### config.mk
export PLATFORM = sky130hd
export DESIGN_NAME = int_exec_unit
export DESIGN_NICKNAME = d
export VERILOG_FILES = /design/src/rtl/ieu_pkg.sv /design/src/rtl/ieu_alu.sv /design/src/rtl/ieu_mul.sv /design/src/rtl/ieu_div.sv /design/src/rtl/int_exec_unit.sv
export SDC_FILE = /design/constraint.sdc
export NUM_CORES = 2
export LEC_CHECK = 0
export ABC_AREA = 1
export BUFFER_PORTS_ARGS = -buffer_cell sky130_fd_sc_hd__buf_2
export CORE_ASPECT_RATIO = 1.1
export CORE_UTILIZATION = 30
export CTS_CLUSTER_DIAMETER = 100
export DETAILED_ROUTE_END_ITERATION = 8
export SETUP_SLACK_MARGIN = 0.4
export SLEW_MARGIN = 40
export SYNTH_ARGS = -nofsm -noshare
export SYNTH_HDL_FRONTEND = slang
export SYNTH_SLANG_ARGS = --single-unit
### constraint.sdc
create_clock -name clk -period 88.8 [get_ports clk]
set_input_delay 17.76 -clock clk [delete_from_list [all_inputs] [get_ports clk]]
set_output_delay 17.76 -clock clk [all_outputs]
set_load 0.005 [all_outputs]
### src/rtl/ieu_pkg.sv
package ieu_pkg;

    typedef enum logic [2:0] {
        OP_ADD = 3'd0,
        OP_AND = 3'd1,
        OP_CMP = 3'd2,
        OP_MUL = 3'd3,
        OP_DIV = 3'd4
    } op_e;

    localparam int OP_W = 3;

endpackage

### src/rtl/ieu_alu.sv
module ieu_alu #(
    parameter int DATA_W = 32
) (
    input  logic [ieu_pkg::OP_W-1:0] op,
    input  logic [DATA_W-1:0]        a,
    input  logic [DATA_W-1:0]        b,
    output logic [DATA_W-1:0]        res
);
    import ieu_pkg::*;

    logic lt_s, gt_s, eq_s;

    always_comb begin
        lt_s = $signed(a) < $signed(b);
        gt_s = $signed(a) > $signed(b);
        eq_s = (a == b);
        res  = '0;
        case (op)
            OP_ADD:  res = a + b;
            OP_AND:  res = a & b;
            OP_CMP:  res = {{(DATA_W-3){1'b0}}, lt_s, gt_s, eq_s};
            default: res = '0;
        endcase
    end

endmodule

### src/rtl/ieu_mul.sv
module ieu_mul #(
    parameter int DATA_W = 32
) (
    input  logic [DATA_W-1:0] a,
    input  logic [DATA_W-1:0] b,
    output logic [DATA_W-1:0] prod_lo
);
    localparam int FULL_W = 2 * DATA_W;

    logic [FULL_W-1:0] full;

    always_comb begin
        full    = {{DATA_W{1'b0}}, a} * {{DATA_W{1'b0}}, b};
        prod_lo = full[DATA_W-1:0];
    end

endmodule

### src/rtl/ieu_div.sv
module ieu_div #(
    parameter int DATA_W = 32
) (
    input  logic [DATA_W-1:0] num,
    input  logic [DATA_W-1:0] den,
    output logic [DATA_W-1:0] quo
);
    logic den_zero;

    always_comb begin
        den_zero = (den == '0);
        if (den_zero) quo = '1;
        else          quo = num / den;
    end

endmodule

### src/rtl/int_exec_unit.sv
module int_exec_unit #(
    parameter int DATA_W  = 32,
    parameter int TAG_W   = 5,
    parameter int MUL_LAT = 6,
    parameter int DIV_LAT = 19
) (
    input  logic                     clk,
    input  logic                     rst_n,
    input  logic                     in_valid,
    output logic                     in_ready,
    input  logic [ieu_pkg::OP_W-1:0] in_op,
    input  logic [DATA_W-1:0]        in_a,
    input  logic [DATA_W-1:0]        in_b,
    input  logic [TAG_W-1:0]         in_tag,
    output logic                     out_valid,
    output logic [DATA_W-1:0]        out_data,
    output logic [TAG_W-1:0]         out_tag
);
    import ieu_pkg::*;

    localparam int MAX_LAT = (MUL_LAT > DIV_LAT) ? MUL_LAT : DIV_LAT;
    localparam int CNT_W   = $clog2(MAX_LAT + 1);

    typedef struct packed {
        logic [CNT_W-1:0]  cnt;
        logic              vld;
        logic [DATA_W-1:0] res;
        logic [TAG_W-1:0]  tag;
    } state_t;

    state_t st_d, st_q;

    logic [DATA_W-1:0] alu_res, mul_res, div_res, sel_res;
    logic [CNT_W-1:0]  lat_sel;
    logic              accept;

    function automatic logic [CNT_W-1:0] lat_of(input logic [OP_W-1:0] op);
        case (op)
            OP_MUL:  lat_of = CNT_W'(MUL_LAT);
            OP_DIV:  lat_of = CNT_W'(DIV_LAT);
            default: lat_of = CNT_W'(1);
        endcase
    endfunction

    ieu_alu #(.DATA_W(DATA_W)) u_alu (
        .op  (in_op),
        .a   (in_a),
        .b   (in_b),
        .res (alu_res)
    );

    ieu_mul #(.DATA_W(DATA_W)) u_mul (
        .a       (in_a),
        .b       (in_b),
        .prod_lo (mul_res)
    );

    ieu_div #(.DATA_W(DATA_W)) u_div (
        .num (in_a),
        .den (in_b),
        .quo (div_res)
    );

    assign in_ready  = (st_q.cnt == '0);
    assign accept    = in_valid && in_ready;
    assign out_valid = st_q.vld;
    assign out_data  = st_q.res;
    assign out_tag   = st_q.tag;

    always_comb begin
        case (in_op)
            OP_MUL:  sel_res = mul_res;
            OP_DIV:  sel_res = div_res;
            default: sel_res = alu_res;
        endcase
        lat_sel = lat_of(in_op);

        st_d     = st_q;
        st_d.vld = 1'b0;
        if (st_q.cnt != '0) begin
            st_d.cnt = st_q.cnt - CNT_W'(1);
            if (st_q.cnt == CNT_W'(1)) st_d.vld = 1'b1;
        end else if (in_valid) begin
            st_d.res = sel_res;
            st_d.tag = in_tag;
            if (lat_sel <= CNT_W'(1)) st_d.vld = 1'b1;
            else                      st_d.cnt = lat_sel - CNT_W'(1);
        end
    end

    always_ff @(posedge clk) begin
        if (!rst_n) st_q <= '0;
        else        st_q <= st_d;
    end

    // a short operation answers in the next cycle
    assert_short_next_R2: assert property (@(posedge clk) disable iff (!rst_n)
        (accept && lat_of(in_op) <= CNT_W'(1)) |=> out_valid);

    // accepting a long operation closes the input
    assert_busy_after_long_R8: assert property (@(posedge clk) disable iff (!rst_n)
        (accept && lat_of(in_op) > CNT_W'(1)) |=> !in_ready);

    // ready only comes back together with the result
    assert_ready_with_result_R8: assert property (@(posedge clk) disable iff (!rst_n)
        $rose(in_ready) |-> out_valid);

    // no result is produced while the unit is busy
    assert_no_result_busy_R9: assert property (@(posedge clk) disable iff (!rst_n)
        !in_ready |-> !out_valid);

    // a short operation's result carries its own tag
    assert_tag_match_R9: assert property (@(posedge clk) disable iff (!rst_n)
        (out_valid && $past(accept && lat_of(in_op) <= CNT_W'(1)))
            |-> (out_tag == $past(in_tag)));

    // a result pulse lasts a single cycle unless a new short op follows
    assert_single_pulse_R9: assert property (@(posedge clk) disable iff (!rst_n)
        (out_valid && !accept) |=> !out_valid);

endmodule

Word-level counts from Yosys, hierarchy flattened --
Cells that the tools add are included.
Word-level totals: register bits 43, output and inout port bits 39, word-level logic and storage cells 37, input bits 75
Cells by class: divide/modulo/power cells 1, order comparisons 3, reduce and logical (&&, ||, !) cells 7, add/sub/neg operators 3, muxes and demuxes 9, $mul 1, eq/ne operators 7, bitwise gates (word level) 2
Operators with widths (count):
- 32-bit case mux with 3 select lines | 1
- 32-bit case mux with 2 select lines | 1
- 43-bit 2-to-1 mux | 1
- 32-bit adder | 1
- 32-bit AND | 1
- 32-bit by 32-bit divider with 32-bit output | 1
- 32-bit equality test | 1
- 32-bit greater-than comparator | 1
- 32-bit zero test | 1
- 32-bit less-than comparator | 1
- 32-bit by 32-bit multiplier with 32-bit output | 1
- 32-bit 2-to-1 mux | 1
- 5-bit case mux with 2 select lines | 1
- 5-bit by 1-bit subtractor with 5-bit output, second input constant | 2
- 3-bit by 2-bit equality test with 1-bit output, second input constant | 2
- 6-bit 2-to-1 mux | 1
- 5-bit by 1-bit equality test with 1-bit output, second input constant | 1
- 5-bit by 1-bit <= comparator with 1-bit output, second input constant | 1
- 5-bit zero test | 1
- 5-bit 2-to-1 mux | 1
- 5-bit nonzero test | 1
- 2-bit AND reduction | 2
- 3-bit by 1-bit equality test with 1-bit output, second input constant | 1
- 3-bit equality test, second input constant | 1
- other kinds (5) | 6

Depth between registers and ports, before layout --
depth after elaboration 6, gate-level depth with buffers 515, gate-level depth less buffers 506

Cells and area by module --
Synthesis repeated with hierarchy kept, for this count alone.
Second synthesis, totals: cell total of the unflattened synthesis 8798, area, all modules 54503.5 sq um
By module, submodules not included:
- ieu_div | times used 1, sequential area each 0.0 sq um, area an instance 30628.1 sq um, cells an instance 5236
- ieu_mul | times used 1, sequential area each 0.0 sq um, area an instance 17220.3 sq um, cells an instance 2393
- ieu_alu | times used 1, sequential area each 0.0 sq um, area an instance 3624.7 sq um, cells an instance 702
- int_exec_unit | times used 1, sequential area each 860.8 sq um, area an instance 3030.4 sq um, cells an instance 467

Worst setup path before layout --
No wires, ideal clock.
path type input port to flip-flop, start point input in_b[0], end point register st_q, in the netlist out_data[0], arrival 76320 ps, cell stages on the path 477, buffers on the path 11, slack 12351 ps, library setup time 130 ps, cell sequence inv_1 -> ha_1 -> nand2_1 -> nor2_1 -> nand2_1 -> nor2_1 -> nand2_1 -> nand3_1 -> nand2_1 -> ha_1 -> nand2_1 -> inv_1 -> nand2_1 -> nor2_1 -> nand2_1 -> a21oi_1 -> nand2_1 -> nand2_1 -> (+441 left out) -> nand2_1 -> nand3_1 -> nand2_1 -> a21oi_1 -> inv_1 -> a21oi_1 -> o21ai_0 -> a21oi_1 -> o31ai_1 -> xor2_1 -> mux2i_1 -> ha_1 -> nand2_1 -> nor2_1 -> a22oi_1 -> nand2_1 -> o41ai_1 -> a21oi_1
Between the ends: longest elaborated chain between the ends 3, elaborated cells between the ends (all ways) 9, classes of those cells 1 x add/sub; 1 x mul; 1 x div; 1 x eq/ne; 3 x mux; 1 x bitwise; 1 x reduce/logical
RTL lines:
- from (decl) | RTL line int_exec_unit.sv:13 | input logic [DATA_W-1:0] in_b,
- 32-bit by 32-bit divider with 32-bit output (tied with other cells) | RTL line ieu_div.sv:13 | else quo = num / den;
- 32-bit 2-to-1 mux or 32-bit case mux with 3 select lines (tied branches) | RTL line ieu_div.sv:12, ieu_alu.sv:18
- 32-bit case mux with 2 select lines (*) | RTL line int_exec_unit.sv:71 | case (in_op)
- to (signal assigned) | RTL line int_exec_unit.sv:93 | else st_q <= st_d;
- to (decl) | RTL line int_exec_unit.sv:31 | state_t st_d, st_q;
Mark *: on every way between the ends. The rest lies on a longest branch, timed or not. A chain may end at the register's enable or synchronous reset.

Final worst setup path --
start point input in_b[8], end point register st_q, in the netlist out_data[0]
Between the ends: longest elaborated chain between the ends 3, elaborated cells between the ends (all ways) 6, classes of those cells 1 x div; 1 x eq/ne; 3 x mux; 1 x reduce/logical
RTL lines (RTL line):
- 32-bit by 32-bit divider with 32-bit output (tied with other cells) | ieu_div.sv:13
- 32-bit 2-to-1 mux or 32-bit case mux with 3 select lines (tied branches) | ieu_div.sv:12, ieu_alu.sv:18
- 32-bit case mux with 2 select lines (*) | int_exec_unit.sv:71
Marked as above.

==> impl_table.tex <==
\begin{tabular}{lr}
\hline
Metric & Value \\
\hline
\multicolumn{2}{l}{\textbf{Outcome}} \\
\quad Result of the run & finished, final reports clean \\
\multicolumn{2}{l}{\textbf{Yosys}} \\
\quad Number of nets produced by synthesis & between 8000 and 9000 \\
\quad Leading post-synthesis cells by cell area & ha\_1, fa\_1, nand2\_1 \\
\quad Total standard cell area after synthesis & about 50000 um2 \\
\quad Syn\_area\_per\_cell & 6.545 um2 \\
\quad Most frequent cell after synthesis & nand2\_1 \\
\quad Share of the yosys chip area belonging to registers & between 1.5 and 2\% \\
\quad Share of flip-flops with an asynchronous set or reset & 0\% \\
\quad Gate count after technology mapping & between 7000 and 8000 \\
\quad Number of enable-type register cells in the synthesized netlist & 0 \\
\quad Number of flip-flops and latches in the synthesized netlist & 43 \\
\quad Distinct cell type count of the synthesized netlist & 87 \\
\quad Yosys synthesis warning count & 0 \\
\quad Cell taking the most area after synthesis & ha\_1 \\
\quad Commonest cells in the synthesized netlist & nand2\_1, inv\_1, ha\_1 \\
\quad Dominant register cell in the synthesized netlist & dfxtp\_1 \\
\quad Post-synth top area share & about 18\% \\
\multicolumn{2}{l}{\textbf{Setup path}} \\
\quad Cell with the biggest individual delay on the critical path & o31ai\_1 \\
\quad Maximum fanout along the worst path & 35 \\
\quad Signal arrival time at the worst endpoint & approximately 84 ns \\
\quad Setup slack of the worst register-to-register path & between 80 and 90 ns \\
\quad Class of the most critical setup path & in -> reg \\
\quad Launch point of the worst path & in\_b[8] \\
\quad Cells on worst reg2reg path & 10 \\
\quad Reg2Reg Launch Point & st\_q[38] \\
\quad CP Data Required Time & 89.05 ns \\
\quad Destination of the worst register-to-register timing path & out\_data[7] \\
\quad Crit start category & input pin \\
\quad Most repeated library cell on the critical path & nand2\_1 \\
\quad Highest cell delay on the worst timing path & between 0.7 and 0.8 ns \\
\quad Type of destination of the critical path & flip-flop \\
\quad Worst setup path endpoint & out\_data[0] \\
\multicolumn{2}{l}{\textbf{Cells and area}} \\
\quad Fill cell instance count of the final layout & approximately 18000 \\
\quad Number of standard cells in the final layout excluding fillers & 9934 \\
\quad Proportion of layout cells with a drive suffix above 1 & between 10\% and 20\% \\
\quad Layout net count & approximately 8900 \\
\quad Final core utilization & between 30 and 40\% \\
\quad Area delta synth->final & 7.925\% \\
\multicolumn{2}{l}{\textbf{Clock network}} \\
\quad Root buffer cell & clkbuf\_16 \\
\quad Clock tree from TritonCTS & yes \\
\quad Clock insertion delay at the later pin of the skew report & 0.36 ns \\
\quad Clk buf depth & 2 \\
\quad Total clock buffers created by CTS & 5 \\
\quad Clock slew at reported path FFs & 0.10 ns \\
\quad Hold buffer count at cts & 0 \\
\quad Deepest level of the CTS H-tree & 2 \\
\quad Sinks on the clock net & between 40 and 50 \\
\multicolumn{2}{l}{\textbf{Floorplan}} \\
\quad Effective utilization at floorplan & between 30\% and 40\% \\
\quad Die X-Extent & 392.7 um \\
\quad Number of core rows & between 150 and 200 \\
\quad Area enclosed by the die boundary & 169600 um2 \\
\quad Floorplan Core Area & 166600 um2 \\
\quad I/O Pins & between 100 and 150 \\
\quad Vert. Die Dim & 431.8 um \\
\multicolumn{2}{l}{\textbf{Routing}} \\
\quad Detailed-route wire length & about 200000 um \\
\quad Number of vias per cell & between 5 and 6 \\
\quad Via Count & 51659 \\
\quad Number of routed nets with antenna violations & 0 \\
\quad Number of DRC violations after detailed routing & 0 \\
\quad First drt pass iteration count & 6 \\
\quad Initial DRC Count & roughly 4200 \\
\quad WL per Instance & 20.45 um \\
\multicolumn{2}{l}{\textbf{Placement}} \\
\quad Placed Cells incl. Taps & about 9900 \\
\quad Final estimated routing congestion in global placement & between 0.9 and 1 \\
\quad Number of buffer cells added on primary ports & 113 \\
\quad Dpl ws & -1.280 ns \\
\quad DPL Wire Length & around 160000 um \\
\multicolumn{2}{l}{\textbf{Timing}} \\
\quad Setup tns final & 0 ns \\
\quad Final hold vios & 0 \\
\quad Final worst-path cycle share & between 90\% and 100\% \\
\quad Endpoints failing setup & 0 \\
\quad Number of max-slew violations in the final report & 0 \\
\quad Slew Limit Headroom & 17.75\% \\
\quad Worst slew pin tran & 1.224 ns \\
\quad Worst Setup Slack, final & $\sim$5.4 ns \\
\quad Maximum clock frequency & approximately 12 MHz \\
\quad Post-layout minimum cycle time & about 83 ns \\
\quad Max Clock Skew & roughly 0.021 ns \\
\multicolumn{2}{l}{\textbf{Power and ir drop}} \\
\quad Static power due to leakage & between 20 and 30 nW \\
\quad Highest ir drop seen on vdd & 0.08722 mV \\
\quad Cell area power density & roughly 28 nW/um2 \\
\multicolumn{2}{l}{\textbf{Global routing}} \\
\quad Combined global-route utilization of all metal layers & approximately a quarter \\
\quad Largest net degree at the start of global routing & 42 \\
\quad Total congestion overflow after global routing & 0 \\
\quad Initial antenna violation count & 23 \\
\quad Vias in the first global route & 49913 \\
\quad Wire length of the first global-routing pass & $\sim$300000 um \\
\multicolumn{2}{l}{\textbf{Hold path}} \\
\quad Hold WC Path Type & reg -> reg \\
\multicolumn{2}{l}{\textbf{Run}} \\
\quad Max-cap violation count & 0 \\
\hline
\end{tabular}
-- final cells by class --
| cell class | count | area (um2) | share of cell area [%] |
|---|---|---|---|
| Multi-Input combinational cell | 5901 | 43040 | 79.15 |
| Inverter | 1485 | 5695 | 10.47 |
| Tap cell | 2226 | 2785 | 5.122 |
| Timing Repair Buffer | 259 | 1773 | 3.261 |
| Sequential cell | 43 | 860.8 | 1.583 |
| Clock buffer | 5 | 125.1 | 0.2301 |
| Clock inverter | 3 | 47.55 | 0.08744 |
| Timing Repair inverter | 5 | 32.53 | 0.05983 |
| Antenna cell | 7 | 17.52 | 0.03222 |
-- critical path: cells and delay by family --
kind | cells | cell delay, ns
buf+inv | 65 | 6.60
simple gates | 203 | 24.68
mux | 2 | 0.38
fa+ha+maj | 31 | 10.27
xor+xnor | 6 | 1.01
compound gates | 134 | 22.68
-- per-layer routing --
metal	wire, um	share of wire [%]	GRT usage, %	vias to the layer above
met5	50	0.025	0	-
met4	11560	5.7	11.02	8
met3	16670	8.2	3.759	554
met2	91820	45	38.59	2112
met1	83080	41	29.27	24543
li1	-	-	-	24442
-- kinds of logic (layout without fill, tap and decap cells) --
kind of cell / count (synthesis) / count (layout) / share of synthesized area (%)
DFF: 43 / 43 / 1.709
other: 0 / 7 / 0
adders and majority gates: 1129 / 1129 / 34.13
AOI/OAI and AO/OA: 1299 / 1299 / 15.45
muxes: 10 / 10 / 0.2235
buffers and inverters: 1755 / 1757 / 14.37
xor gates and xnor gates: 451 / 451 / 7.841
and+or+nand+nor: 3010 / 3012 / 26.27
-- metrics by stage --
stage / area, um2 / power [mW] / hold WS [ns]
2_1_floorplan: 50380 / 1.103 / 0.4457
3_3_place_gp: 52780 / 1.469 / 0.4511
3_5_place_dp: 52820 / 1.476 / 0.4575
4_1_cts: 53050 / 1.524 / 0.4741
5_1_grt: 54370 / 1.745 / 0.4996
6_report: 54370 / 1.546 / 0.4735
-- report_power, final --
part	switching (mW)	leakage, nW	internal, mW
clock network	0.0141	0.0844	0.0136
registers	0.0101	0.352	0.0264
logic	0.908	29.2	0.573
-- worst min path at each step --
stage	end	from	cells after the start	slack, ns
after floorplan	out_data[21]	out_data[21]	2	0.45
after global placement	out_tag[3]	out_tag[3]	2	0.45
after detailed placement	out_tag[3]	out_tag[3]	2	0.46
after CTS	out_tag[3]	out_tag[3]	2	0.47
after global routing	out_tag[0]	out_tag[0]	2	0.50
final	out_tag[3]	out_tag[3]	2	0.47
-- sequential cells by signal, indices dropped and copies added (netlist names) --
signal	flops
out_tag	5
out_data	32
st_q	5
out_valid	1
-- timing repair --
item                       CTS  global route
pin swaps                    1            30
setup endpoints to repair    1             3
gates cloned                 2             5
setup buffers                1            54
gates resized for setup     12           234
-- layout by cell type, fill, tap and decap left out, drive strengths merged, types with 17 or more instances in the layout --
master  count
nor2      343
and2       32
o221ai     17
fa        409
ha        720
a221oi     23
nor3       91
xnor2     174
buf       256
inv      1465
a21o       25
o21bai     49
nand4      59
a211oi     21
nand2    2044
a21boi     21
xor2      277
o211ai     19
or2        56
o21ai     414
a31oi      18
o31ai      26
nor4       38
nand3     337
dfxtp      43
a21oi     607
Power figures use the tool's default switching activity.
